==> src/rtl/mdio_pkg.sv <==
// Shared constants, register select codes and the frame builder for the
// MII management master. Assumes the 64-bit clause-22 frame with preamble.
package mdio_pkg;
    localparam int FRAME_BITS = 64;
    localparam int CNT_W      = $clog2(FRAME_BITS);
    localparam int TA_IDX     = 46;   // first turnaround bit time
    localparam int DATA_IDX   = 48;   // first data bit time
    localparam int FLD_W      = 5;
    localparam int WORD_W     = 16;
    localparam int WR_BIT     = 14;
    localparam int RD_BIT     = 13;
    localparam int PHY_LSB    = 8;

    typedef enum logic [1:0] {
        SEL_CMD   = 2'd0,
        SEL_WDATA = 2'd1,
        SEL_RDATA = 2'd2,
        SEL_NONE  = 2'd3
    } host_sel_e;

    // Assemble the full frame, first bit at the MSB.
    function automatic logic [FRAME_BITS-1:0] build_frame(
        input logic              rd,
        input logic [FLD_W-1:0]  phy,
        input logic [FLD_W-1:0]  regn,
        input logic [WORD_W-1:0] data
    );
        logic [1:0]        op;
        logic [1:0]        ta;
        logic [WORD_W-1:0] payload;
        op      = rd ? 2'b10 : 2'b01;
        ta      = rd ? 2'b11 : 2'b10;
        payload = rd ? {WORD_W{1'b1}} : data;
        return {32'hFFFF_FFFF, 2'b01, op, phy, regn, ta, payload};
    endfunction
endpackage

==> src/rtl/mdio_clk_div.sv <==
// MDC generator: divides clk by 2*HALF_DIV while run is high and flags the
// clk edges at which MDC rises and falls. Assumes run drops at a fall tick,
// so MDC is already low when it stops.
module mdio_clk_div #(
    parameter int HALF_DIV = 4
) (
    input  logic clk,
    input  logic rst_n,
    input  logic run,
    output logic mdc,
    output logic rise_tick,
    output logic fall_tick
);
    logic tick;

    generate
        if (HALF_DIV == 1) begin : g_nodiv
            assign tick = run;
        end else begin : g_div
            localparam int CW = $clog2(HALF_DIV);
            logic [CW-1:0] cnt;
            // Count clk cycles within one MDC half period.
            always_ff @(posedge clk) begin
                if (!rst_n || !run)
                    cnt <= '0;
                else if (cnt == CW'(HALF_DIV - 1))
                    cnt <= '0;
                else
                    cnt <= cnt + 1'b1;
            end
            assign tick = run && (cnt == CW'(HALF_DIV - 1));
        end
    endgenerate

    // Toggle MDC at each half-period boundary, hold it low when idle.
    always_ff @(posedge clk) begin
        if (!rst_n || !run)
            mdc <= 1'b0;
        else if (tick)
            mdc <= ~mdc;
    end

    assign rise_tick = tick && !mdc;
    assign fall_tick = tick &&  mdc;
endmodule

==> src/rtl/mdio_frame_engine.sv <==
// Frame shifter: loads the whole frame on start, advances one bit per MDC
// falling edge, releases MDIO from the read turnaround on and captures read
// data on MDC rising edges. Assumes start is only given while idle.
module mdio_frame_engine
    import mdio_pkg::*;
(
    input  logic              clk,
    input  logic              rst_n,
    input  logic              start,
    input  logic              start_read,
    input  logic [FLD_W-1:0]  phy_addr,
    input  logic [FLD_W-1:0]  reg_addr,
    input  logic [WORD_W-1:0] wr_word,
    input  logic              rise_tick,
    input  logic              fall_tick,
    input  logic              mdio_i,
    output logic              busy,
    output logic              done,
    output logic              is_read,
    output logic [CNT_W-1:0]  bit_cnt,
    output logic [WORD_W-1:0] rd_word,
    output logic              mdio_o,
    output logic              mdio_oe
);
    logic [FRAME_BITS-1:0] shreg;
    logic [FRAME_BITS-1:0] frame;
    logic [CNT_W-1:0]      nxt;
    logic                  last;

    assign frame = build_frame(start_read, phy_addr, reg_addr, wr_word);
    assign nxt   = bit_cnt + 1'b1;
    assign last  = (bit_cnt == CNT_W'(FRAME_BITS - 1));
    assign done  = busy && fall_tick && last;

    // Load, advance and finish the frame; drive MDIO only where allowed.
    always_ff @(posedge clk) begin
        if (!rst_n) begin
            busy    <= 1'b0;
            is_read <= 1'b0;
            bit_cnt <= '0;
            shreg   <= '0;
            mdio_o  <= 1'b1;
            mdio_oe <= 1'b0;
        end else if (start && !busy) begin
            busy    <= 1'b1;
            is_read <= start_read;
            bit_cnt <= '0;
            shreg   <= frame;
            mdio_o  <= frame[FRAME_BITS-1];
            mdio_oe <= 1'b1;
        end else if (busy && fall_tick) begin
            if (last) begin
                busy    <= 1'b0;
                mdio_o  <= 1'b1;
                mdio_oe <= 1'b0;
            end else begin
                bit_cnt <= nxt;
                shreg   <= shreg << 1;
                mdio_o  <= shreg[FRAME_BITS-2];
                mdio_oe <= !(is_read && (nxt >= CNT_W'(TA_IDX)));
            end
        end
    end

    // Shift in returned data bits at MDC rising edges of the data phase.
    always_ff @(posedge clk) begin
        if (!rst_n)
            rd_word <= '0;
        else if (busy && rise_tick && is_read && (bit_cnt >= CNT_W'(DATA_IDX)))
            rd_word <= {rd_word[WORD_W-2:0], mdio_i};
    end
endmodule

==> src/rtl/mdio_host_regs.sv <==
// Host-visible registers: command word with self-clearing operation bits,
// write-data and read-data words. Assumes eng_done pulses for one clk.
module mdio_host_regs
    import mdio_pkg::*;
(
    input  logic              clk,
    input  logic              rst_n,
    input  logic              host_we,
    input  logic [1:0]        host_sel,
    input  logic [WORD_W-1:0] host_wdata,
    input  logic              eng_done,
    input  logic              eng_is_read,
    input  logic [WORD_W-1:0] eng_rd_word,
    output logic [WORD_W-1:0] cmd_q,
    output logic [WORD_W-1:0] wdata_q,
    output logic [WORD_W-1:0] rdata_q,
    output logic              op_busy,
    output logic              start,
    output logic              start_read,
    output logic [FLD_W-1:0]  start_phy,
    output logic [FLD_W-1:0]  start_reg
);
    logic              cmd_acc;
    logic              want_rd;
    logic              want_wr;
    logic [WORD_W-1:0] cmd_next;

    assign op_busy    = cmd_q[WR_BIT] | cmd_q[RD_BIT];
    assign cmd_acc    = host_we && (host_sel == SEL_CMD) && !op_busy;
    assign want_rd    = host_wdata[RD_BIT];
    assign want_wr    = host_wdata[WR_BIT] && !host_wdata[RD_BIT];
    assign start_phy  = host_wdata[PHY_LSB +: FLD_W];
    assign start_reg  = host_wdata[FLD_W-1:0];
    assign cmd_next   = {1'b0, want_wr, want_rd, start_phy, 3'b000, start_reg};
    assign start      = cmd_acc && (want_rd || want_wr);
    assign start_read = want_rd;

    // Accept commands while idle; clear the operation bit when the frame ends.
    always_ff @(posedge clk) begin
        if (!rst_n)
            cmd_q <= '0;
        else if (cmd_acc)
            cmd_q <= cmd_next;
        else if (eng_done) begin
            cmd_q[WR_BIT] <= 1'b0;
            cmd_q[RD_BIT] <= 1'b0;
        end
    end

    // Hold the data word for the next write frame.
    always_ff @(posedge clk) begin
        if (!rst_n)
            wdata_q <= '0;
        else if (host_we && (host_sel == SEL_WDATA))
            wdata_q <= host_wdata;
    end

    // Publish captured read data at the end of a read frame.
    always_ff @(posedge clk) begin
        if (!rst_n)
            rdata_q <= '0;
        else if (eng_done && eng_is_read)
            rdata_q <= eng_rd_word;
    end
endmodule

==> src/rtl/mdio_master.sv <==
// MII management master top: host registers, MDC divider and frame engine.
// Assumes an external pull-up on MDIO and a tri-state pad built from
// mdio_o/mdio_oe, with the pad value returned on mdio_i.
module mdio_master
    import mdio_pkg::*;
#(
    parameter int HALF_DIV = 4
) (
    input  logic        clk,
    input  logic        rst_n,
    input  logic        host_we,
    input  logic [1:0]  host_sel,
    input  logic [15:0] host_wdata,
    output logic [15:0] host_rdata,
    output logic        mdc,
    output logic        mdio_o,
    output logic        mdio_oe,
    input  logic        mdio_i
);
    logic [WORD_W-1:0] cmd_q;
    logic [WORD_W-1:0] wdata_q;
    logic [WORD_W-1:0] rdata_q;
    logic [WORD_W-1:0] eng_rd_word;
    logic              op_busy;
    logic              start;
    logic              start_read;
    logic [FLD_W-1:0]  start_phy;
    logic [FLD_W-1:0]  start_reg;
    logic              eng_busy;
    logic              eng_done;
    logic              eng_is_read;
    logic [CNT_W-1:0]  eng_bit_cnt;
    logic              rise_tick;
    logic              fall_tick;

    mdio_host_regs u_regs (
        .clk         (clk),
        .rst_n       (rst_n),
        .host_we     (host_we),
        .host_sel    (host_sel),
        .host_wdata  (host_wdata),
        .eng_done    (eng_done),
        .eng_is_read (eng_is_read),
        .eng_rd_word (eng_rd_word),
        .cmd_q       (cmd_q),
        .wdata_q     (wdata_q),
        .rdata_q     (rdata_q),
        .op_busy     (op_busy),
        .start       (start),
        .start_read  (start_read),
        .start_phy   (start_phy),
        .start_reg   (start_reg)
    );

    mdio_clk_div #(.HALF_DIV(HALF_DIV)) u_div (
        .clk       (clk),
        .rst_n     (rst_n),
        .run       (eng_busy),
        .mdc       (mdc),
        .rise_tick (rise_tick),
        .fall_tick (fall_tick)
    );

    mdio_frame_engine u_eng (
        .clk        (clk),
        .rst_n      (rst_n),
        .start      (start),
        .start_read (start_read),
        .phy_addr   (start_phy),
        .reg_addr   (start_reg),
        .wr_word    (wdata_q),
        .rise_tick  (rise_tick),
        .fall_tick  (fall_tick),
        .mdio_i     (mdio_i),
        .busy       (eng_busy),
        .done       (eng_done),
        .is_read    (eng_is_read),
        .bit_cnt    (eng_bit_cnt),
        .rd_word    (eng_rd_word),
        .mdio_o     (mdio_o),
        .mdio_oe    (mdio_oe)
    );

    // Host read multiplexer.
    always_comb begin
        case (host_sel)
            SEL_CMD:   host_rdata = cmd_q;
            SEL_WDATA: host_rdata = wdata_q;
            SEL_RDATA: host_rdata = rdata_q;
            default:   host_rdata = '0;
        endcase
    end
endmodule

==> config.mk <==
export PLATFORM = sky130hd
export DESIGN_NAME = mdio_master
export DESIGN_NICKNAME = d
export VERILOG_FILES = /design/src/rtl/mdio_pkg.sv /design/src/rtl/mdio_clk_div.sv /design/src/rtl/mdio_frame_engine.sv /design/src/rtl/mdio_host_regs.sv /design/src/rtl/mdio_master.sv
export SDC_FILE = /design/constraint.sdc
export NUM_CORES = 1
export LEC_CHECK = 0
export BUFFER_PORTS_ARGS = -buffer_cell sky130_fd_sc_hd__buf_4
export CAP_MARGIN = 30
export CORE_AREA = 2 2 123 125
export CTS_BUF_LIST = sky130_fd_sc_hd__clkbuf_8
export DETAILED_ROUTE_END_ITERATION = 12
export DIE_AREA = 0 0 125 127
export GPL_ROUTABILITY_DRIVEN = 0
export PLACE_DENSITY = 0.53
export SYNTH_ARGS = -nofsm -noshare
export SYNTH_HDL_FRONTEND = slang
export SYNTH_SLANG_ARGS = --single-unit
==> constraint.sdc <==
create_clock -name clk -period 3.8 [get_ports clk]
set_clock_uncertainty 0.1 [all_clocks]
set_input_delay 0.76 -clock clk [delete_from_list [all_inputs] [get_ports clk]]
set_output_delay 0.76 -clock clk [all_outputs]
set_load 0.005 [all_outputs]
== Word level (Yosys, flattened, before mapping) ==
Cells that the tools add are included.

* Flip-flop bits (word level): 136
* Input port bits: 22
* Output and inout bits: 19
* Word-level logic and storage cells: 76

* Add/sub/neg operators: 2
* Magnitude comparators: 2
* Equal/unequal tests: 5
* Multiplexer cells: 16
* Bitwise logic cells: 4
* Reductions and logical operators: 33

{| class="wikitable"
|+ Operators by type and width
! cell !! count
|-
| 63-bit two-way mux || 3
|-
| 16-bit case mux with 3 select lines || 1
|-
| 1-bit logical AND || 16
|-
| 16-bit two-way mux || 1
|-
| 6-bit >= comparator, second input constant || 2
|-
| 1-bit two-way mux || 8
|-
| 6-bit by 1-bit adder with 6-bit output, second input constant || 1
|-
| 6-bit equality test, second input constant || 1
|-
| 1-bit logical NOT || 6
|-
| 2-bit two-way mux || 3
|-
| 2-bit AND reduction || 3
|-
| 2-bit nonzero test || 3
|-
| 2-bit equality test, second input constant || 2
|-
| 2-bit OR reduction || 2
|-
| 1-bit NOT || 3
|-
| 2-bit by 1-bit adder with 2-bit output, second input constant || 1
|-
| 2-bit by 1-bit equality test with 1-bit output, second input constant || 1
|-
| 2-bit logical NOT || 1
|-
| 1-bit logical OR || 2
|-
| 2-bit != test, second input constant || 1
|-
| 1-bit bitwise OR || 1
|}

== Logic depth before layout (Yosys ltp) ==
* Depth after elaboration: 7
* Mapped depth: 7
* Depth with buffers taken out: 7

== By module ==
A second synthesis with hierarchy kept.

* Cell total of the unflattened synthesis: 677
* Area total of the unflattened synthesis: 5869.4 µm²

{| class="wikitable"
|+ By module, submodules not included
! module !! times used !! cells an instance !! area an instance (µm²) !! seq. area each (µm²)
|-
| mdio_frame_engine || 1 || 415 || 3553.4 || 1781.7
|-
| mdio_host_regs || 1 || 211 || 1818.0 || 880.8
|-
| mdio_master || 1 || 39 || 381.6 || 0.0
|-
| mdio_clk_div || 1 || 12 || 116.4 || 60.1
|}

== Least setup slack after synthesis ==
No wires, ideal clock.

* Path kind: in2out
* Start: input host_sel[0]
* End: output host_rdata[0]
* Arrival: 1.687 ns
* Data required time: 2.940 ns
* Path slack: 1.253 ns
* Stages: 4
* Buffers on the path: 2
* Cells stage by stage: buf_2 clkbuf_1 mux2i_1 o21ai_0

* Word-level cells in the longest chain between the ends: 2
* Elaborated cells between the ends (all ways): 4
* Classes of those cells: eq/ne: 2; mux: 1; reduce/logical: 1

{| class="wikitable"
|+ Ends and longest elaborated chain
! what !! line !! text
|-
| start, declared || mdio_master.sv:12 || <nowiki>input logic [1:0] host_sel,</nowiki>
|-
| 2-bit equality test (tied with other cells) || mdio_master.sv:86 || <nowiki>case (host_sel)</nowiki>
|-
| 16-bit case mux with 3 select lines (*) || mdio_master.sv:86 ||
|-
| end, declared || mdio_master.sv:14 || <nowiki>output logic [15:0] host_rdata,</nowiki>
|}

Mark *: on every way between the ends. The rest lies on a longest branch, timed or not.

== Final worst setup path ==
* Start: input host_sel[1]
* End: output host_rdata[13]

Same word-level chain as after synthesis.

==> impl_summary.txt <==
----------------------------------------------------
[STA]
  Final critical-path share of the clock period ... 0.760
  Setup TNS ... 0 ps
  Max-Slew Margin vs Limit ... 0.360
  Final worst path period need ... 2890 ps
  Final slew viol count ... 0
  Number of setup violations in the final report ... 0
  Pin slew with the least headroom to its limit ... 957 ps
  FMAX ... 0.346 GHz
  Unrepaired setup endpoints after global routing ... no
  Hold Violations, Final ... 0

[Worst setup path]
  Reg2Reg Setup Slack ... 1360 ps
  Data arrival at the endpoint of the critical path ... 2030 ps
  Kind of critical path ... in -> out
  Data required time of the critical path ... 2940 ps
  Reg2reg start ... u_eng.bit_cnt[0]$_SDFFE_PP0P_
  Terminus of the critical flop-to-flop path ... u_eng.shreg[0]$_SDFFE_PN0P_
  Critical path startpoint category ... input pin
  Crit path max fanout ... 17
  Capturing element type of the critical path ... output port
  Worst reg2reg path depth ... 6

[Synth]
  Ys Warns ... 0
  Leading register cell type out of synthesis ... sky130_fd_sc_hd__dfxtp_1
  Adder-Cell Fraction of Synth Area ... 0.00657
  Area share of the largest cell type after synthesis ... 0.477
  Portion of the post-synthesis area used by sequential elements ... 0.477
  Portion of netlist area occupied by mux cells ... 0.0666
  Fraction of the mapped netlist area in compound gates ... 0.184
  Largest area contributor in the synthesized netlist ... sky130_fd_sc_hd__dfxtp_1
  Flip-flop and latch count after synthesis ... 136
  Post-Syn Area per Cell ... 8.35 um^2
  Post-synth top cells ... sky130_fd_sc_hd__nand2_1 (196), sky130_fd_sc_hd__dfxtp_1 (136), sky130_fd_sc_hd__a31oi_1 (44)
  Gate count of the mapped netlist ... 684
  Ys async rst share ... 0
  Main combinational cell family by area after synthesis ... simple AND/OR/NAND/NOR gates
  Post-synthesis share of cell area spent on and, or, nand and nor gates ... 0.213
  XOR/XNOR share of the synthesized area ... 0.00614
  Most common cell in the netlist ... sky130_fd_sc_hd__nand2_1
  Cells taking the most area after synthesis ... sky130_fd_sc_hd__dfxtp_1 (48%), sky130_fd_sc_hd__nand2_1 (13%), sky130_fd_sc_hd__mux2i_1 (6.7%), sky130_fd_sc_hd__a31oi_1 (4.8%), sky130_fd_sc_hd__a21boi_0 (2.9%)
  Cell Area, Synth ... 0.00571 mm^2
  Total nets after synthesis ... 709
  Number of distinct library cells after synthesis ... 53
  EDFF count, synth ... 0

[Run status]
  Status ... complete, no violations

[GRT]
  First-pass GRT wire length ... 22300 um
  Largest net degree at the start of global routing ... 61
  Antenna violations before repair ... 0
  Gr usage total ... 0.173
  Via count of the first global-routing pass ... 4401
  Aggregate global routing overflow ... 0

[Pwr]
  Power density over the cells ... 429 mW/mm^2
  Internal power summed over all cells ... 2090 uW
  Sw Pwr ... 664 uW
  Leakage dissipation ... 0.00225 uW
  Pwr Total ... 2760 uW
  Power share of the sequential group ... 0.542
  Clock network fraction of total power ... 0.396
  Maximum vdd drop ... 0.261 mV
  Net switching fraction of the power ... 0.241
  Combinational share of power ... 0.063

[Drt]
  Detailed-route via count ... 4652
  Average detailed-routed wire length per instance ... 14.8 um
  Detailed-route vias per instance ... 5.20
  DRC viols ... 0
  Number of iterations in the first detailed-routing pass ... 6
  Drt first-iter violations ... 312
  Routed Wire Length ... 13200 um
  Antenna violation net count after detailed routing ... 0

[Clock tree]
  CTS Buffer Depth ... 2
  CTS tree ... yes
  Clock buffers created by TritonCTS ... 17
  Clock insertion delay at the later pin of the skew report ... 440 ps
  Clock slew seen by the registers of the worst setup and hold paths ... 80 ps
  H-Tree Depth ... 4
  Number of gates given a new drive strength after cts ... 0
  Buffers inserted during post-CTS setup optimization ... 0
  Root cell of the clock tree ... sky130_fd_sc_hd__clkbuf_8
  Total number of clock tree sinks ... 136
  Hold-fix buffer count after cts ... 0

[Final layout]
  Count of inserted antenna diode cells ... 0
  Share of cells above drive strength 1 ... 0.132
  Finished Core Util ... 0.445
  Layout Cell Area excl Fill ... 0.00642 mm^2
  Synth-to-Final Area Change ... 12.5%
  Total number of nets in the final design ... 723

[Place]
  Number of I/O port buffers ... 40
  Area of placed instances ... 0.00606 mm^2
  Detailed placement HPWL ... 8500 um

[Die]
  Core footprint ... 0.0144 mm^2
  Floorplan die height ... 127 um
  Die outline width ... 125 um
  Initial cell density of the core ... 0.396
  Area of the die ... 0.0159 mm^2
  Std-Cell Rows ... 44
  I/O pins ... 41

[Worst hold path]
  Hold path endpoint ... u_div.g_div.cnt[0]$_SDFF_PP0_
  Worst Hold Depth ... 1
  Worst hold path class ... reg -> reg
  Origin of the worst min-delay path ... u_div.g_div.cnt[0]$_SDFF_PP0_

[Job]
  Max-cap violations ... 0

----------------------------------------------------
==> stage by stage <==
stage | worst slack, ps | instances | hold WS [ps]
2_1_floorplan | 1250 | 684 | 304
3_3_place_gp | 970 | 863 | 314
3_5_place_dp | 919 | 863 | 336
4_1_cts | 917 | 895 | 347
5_1_grt | 749 | 895 | 358
6_report | 913 | 895 | 335
==> final cells by class <==
type	instances	area [um^2]
fillers	1432	8000
multi-input cells	493	2740
flip-flops and latches	136	2720
repair buffers	48	360
clock buffers	20	275
well taps	184	230
clock inverters	12	86.3
inverters	2	7.51
==> power groups by stage <==
stage	Combinational, uW	Sequential, uW	Clock (uW)
finish	173	1490	1090
global route	194	1500	1190
CTS	175	1490	1120
detailed placement	174	1530	0
global placement	171	1520	0
floorplan	120	1520	0
==> how the worst max path moves through the flow <==
| stage | slack, ps | start | end |
|---|---|---|---|
| global placement | 970 | host_sel[1] | host_rdata[13] |
| CTS | 920 | host_sel[1] | host_rdata[13] |
| detailed placement | 920 | host_sel[1] | host_rdata[13] |
| global route | 750 | host_sel[1] | host_rdata[14] |
| floorplan | 1250 | host_sel[0] | host_rdata[0] |
| finish | 910 | host_sel[1] | host_rdata[13] |
==> kinds of logic (layout without fill, tap and decap cells) <==
family	count (synthesis)	after routing
multiplexers	38	38
XOR/XNOR	4	4
flip-flops	136	136
AND/OR/NAND/NOR	280	280
buffers and inverters	55	82
adder cells (fa/ha/maj)	3	3
AO/OA/AOI/OAI	168	168
==> worst max-delay path: stages <==
cell                      delay, ps
sky130_fd_sc_hd__buf_4          200
sky130_fd_sc_hd__nor2b_1        520
sky130_fd_sc_hd__buf_4          260
sky130_fd_sc_hd__nand2_1         60
sky130_fd_sc_hd__o21ai_0         80
sky130_fd_sc_hd__buf_4          140
==> state kept, by name (all words and copies together) (netlist names) <==
register	cells
u_eng.bit_cnt	6
u_eng.busy	1
u_div.g_div.cnt	2
u_eng.rd_word	16
u_eng.mdio_oe	1
u_eng.is_read	1
u_div.mdc	1
u_eng.shreg	63
u_regs.rdata_q	16
u_regs.wdata_q	16
u_eng.mdio_o	1
u_regs.cmd_q	12
==> metal layers <==
layer | up-vias | wire length, um | track usage
met2 | 87 | 6230 | 0.278
met3 | 12 | 433 | 0.0456
met1 | 2175 | 6410 | 0.230
li1 | 2378 | - | -
met5 | - | 0 | 0
met4 | 0 | 153 | 0.0536
==> placed cells by master, fill, tap and decap left out, types with 9 or more instances in the layout <==
master / n
sky130_fd_sc_hd__nand2_1: 196
sky130_fd_sc_hd__o22ai_1: 16
sky130_fd_sc_hd__mux2i_1: 38
sky130_fd_sc_hd__nand3_1: 9
sky130_fd_sc_hd__dfxtp_1: 136
sky130_fd_sc_hd__a21boi_1: 9
sky130_fd_sc_hd__nor2_1: 34
sky130_fd_sc_hd__a21oi_1: 26
sky130_fd_sc_hd__o21ai_0: 29
sky130_fd_sc_hd__clkbuf_8: 20
sky130_fd_sc_hd__a21boi_0: 22
sky130_fd_sc_hd__buf_4: 48
sky130_fd_sc_hd__a31oi_1: 43
Power figures use the tool's default switching activity.
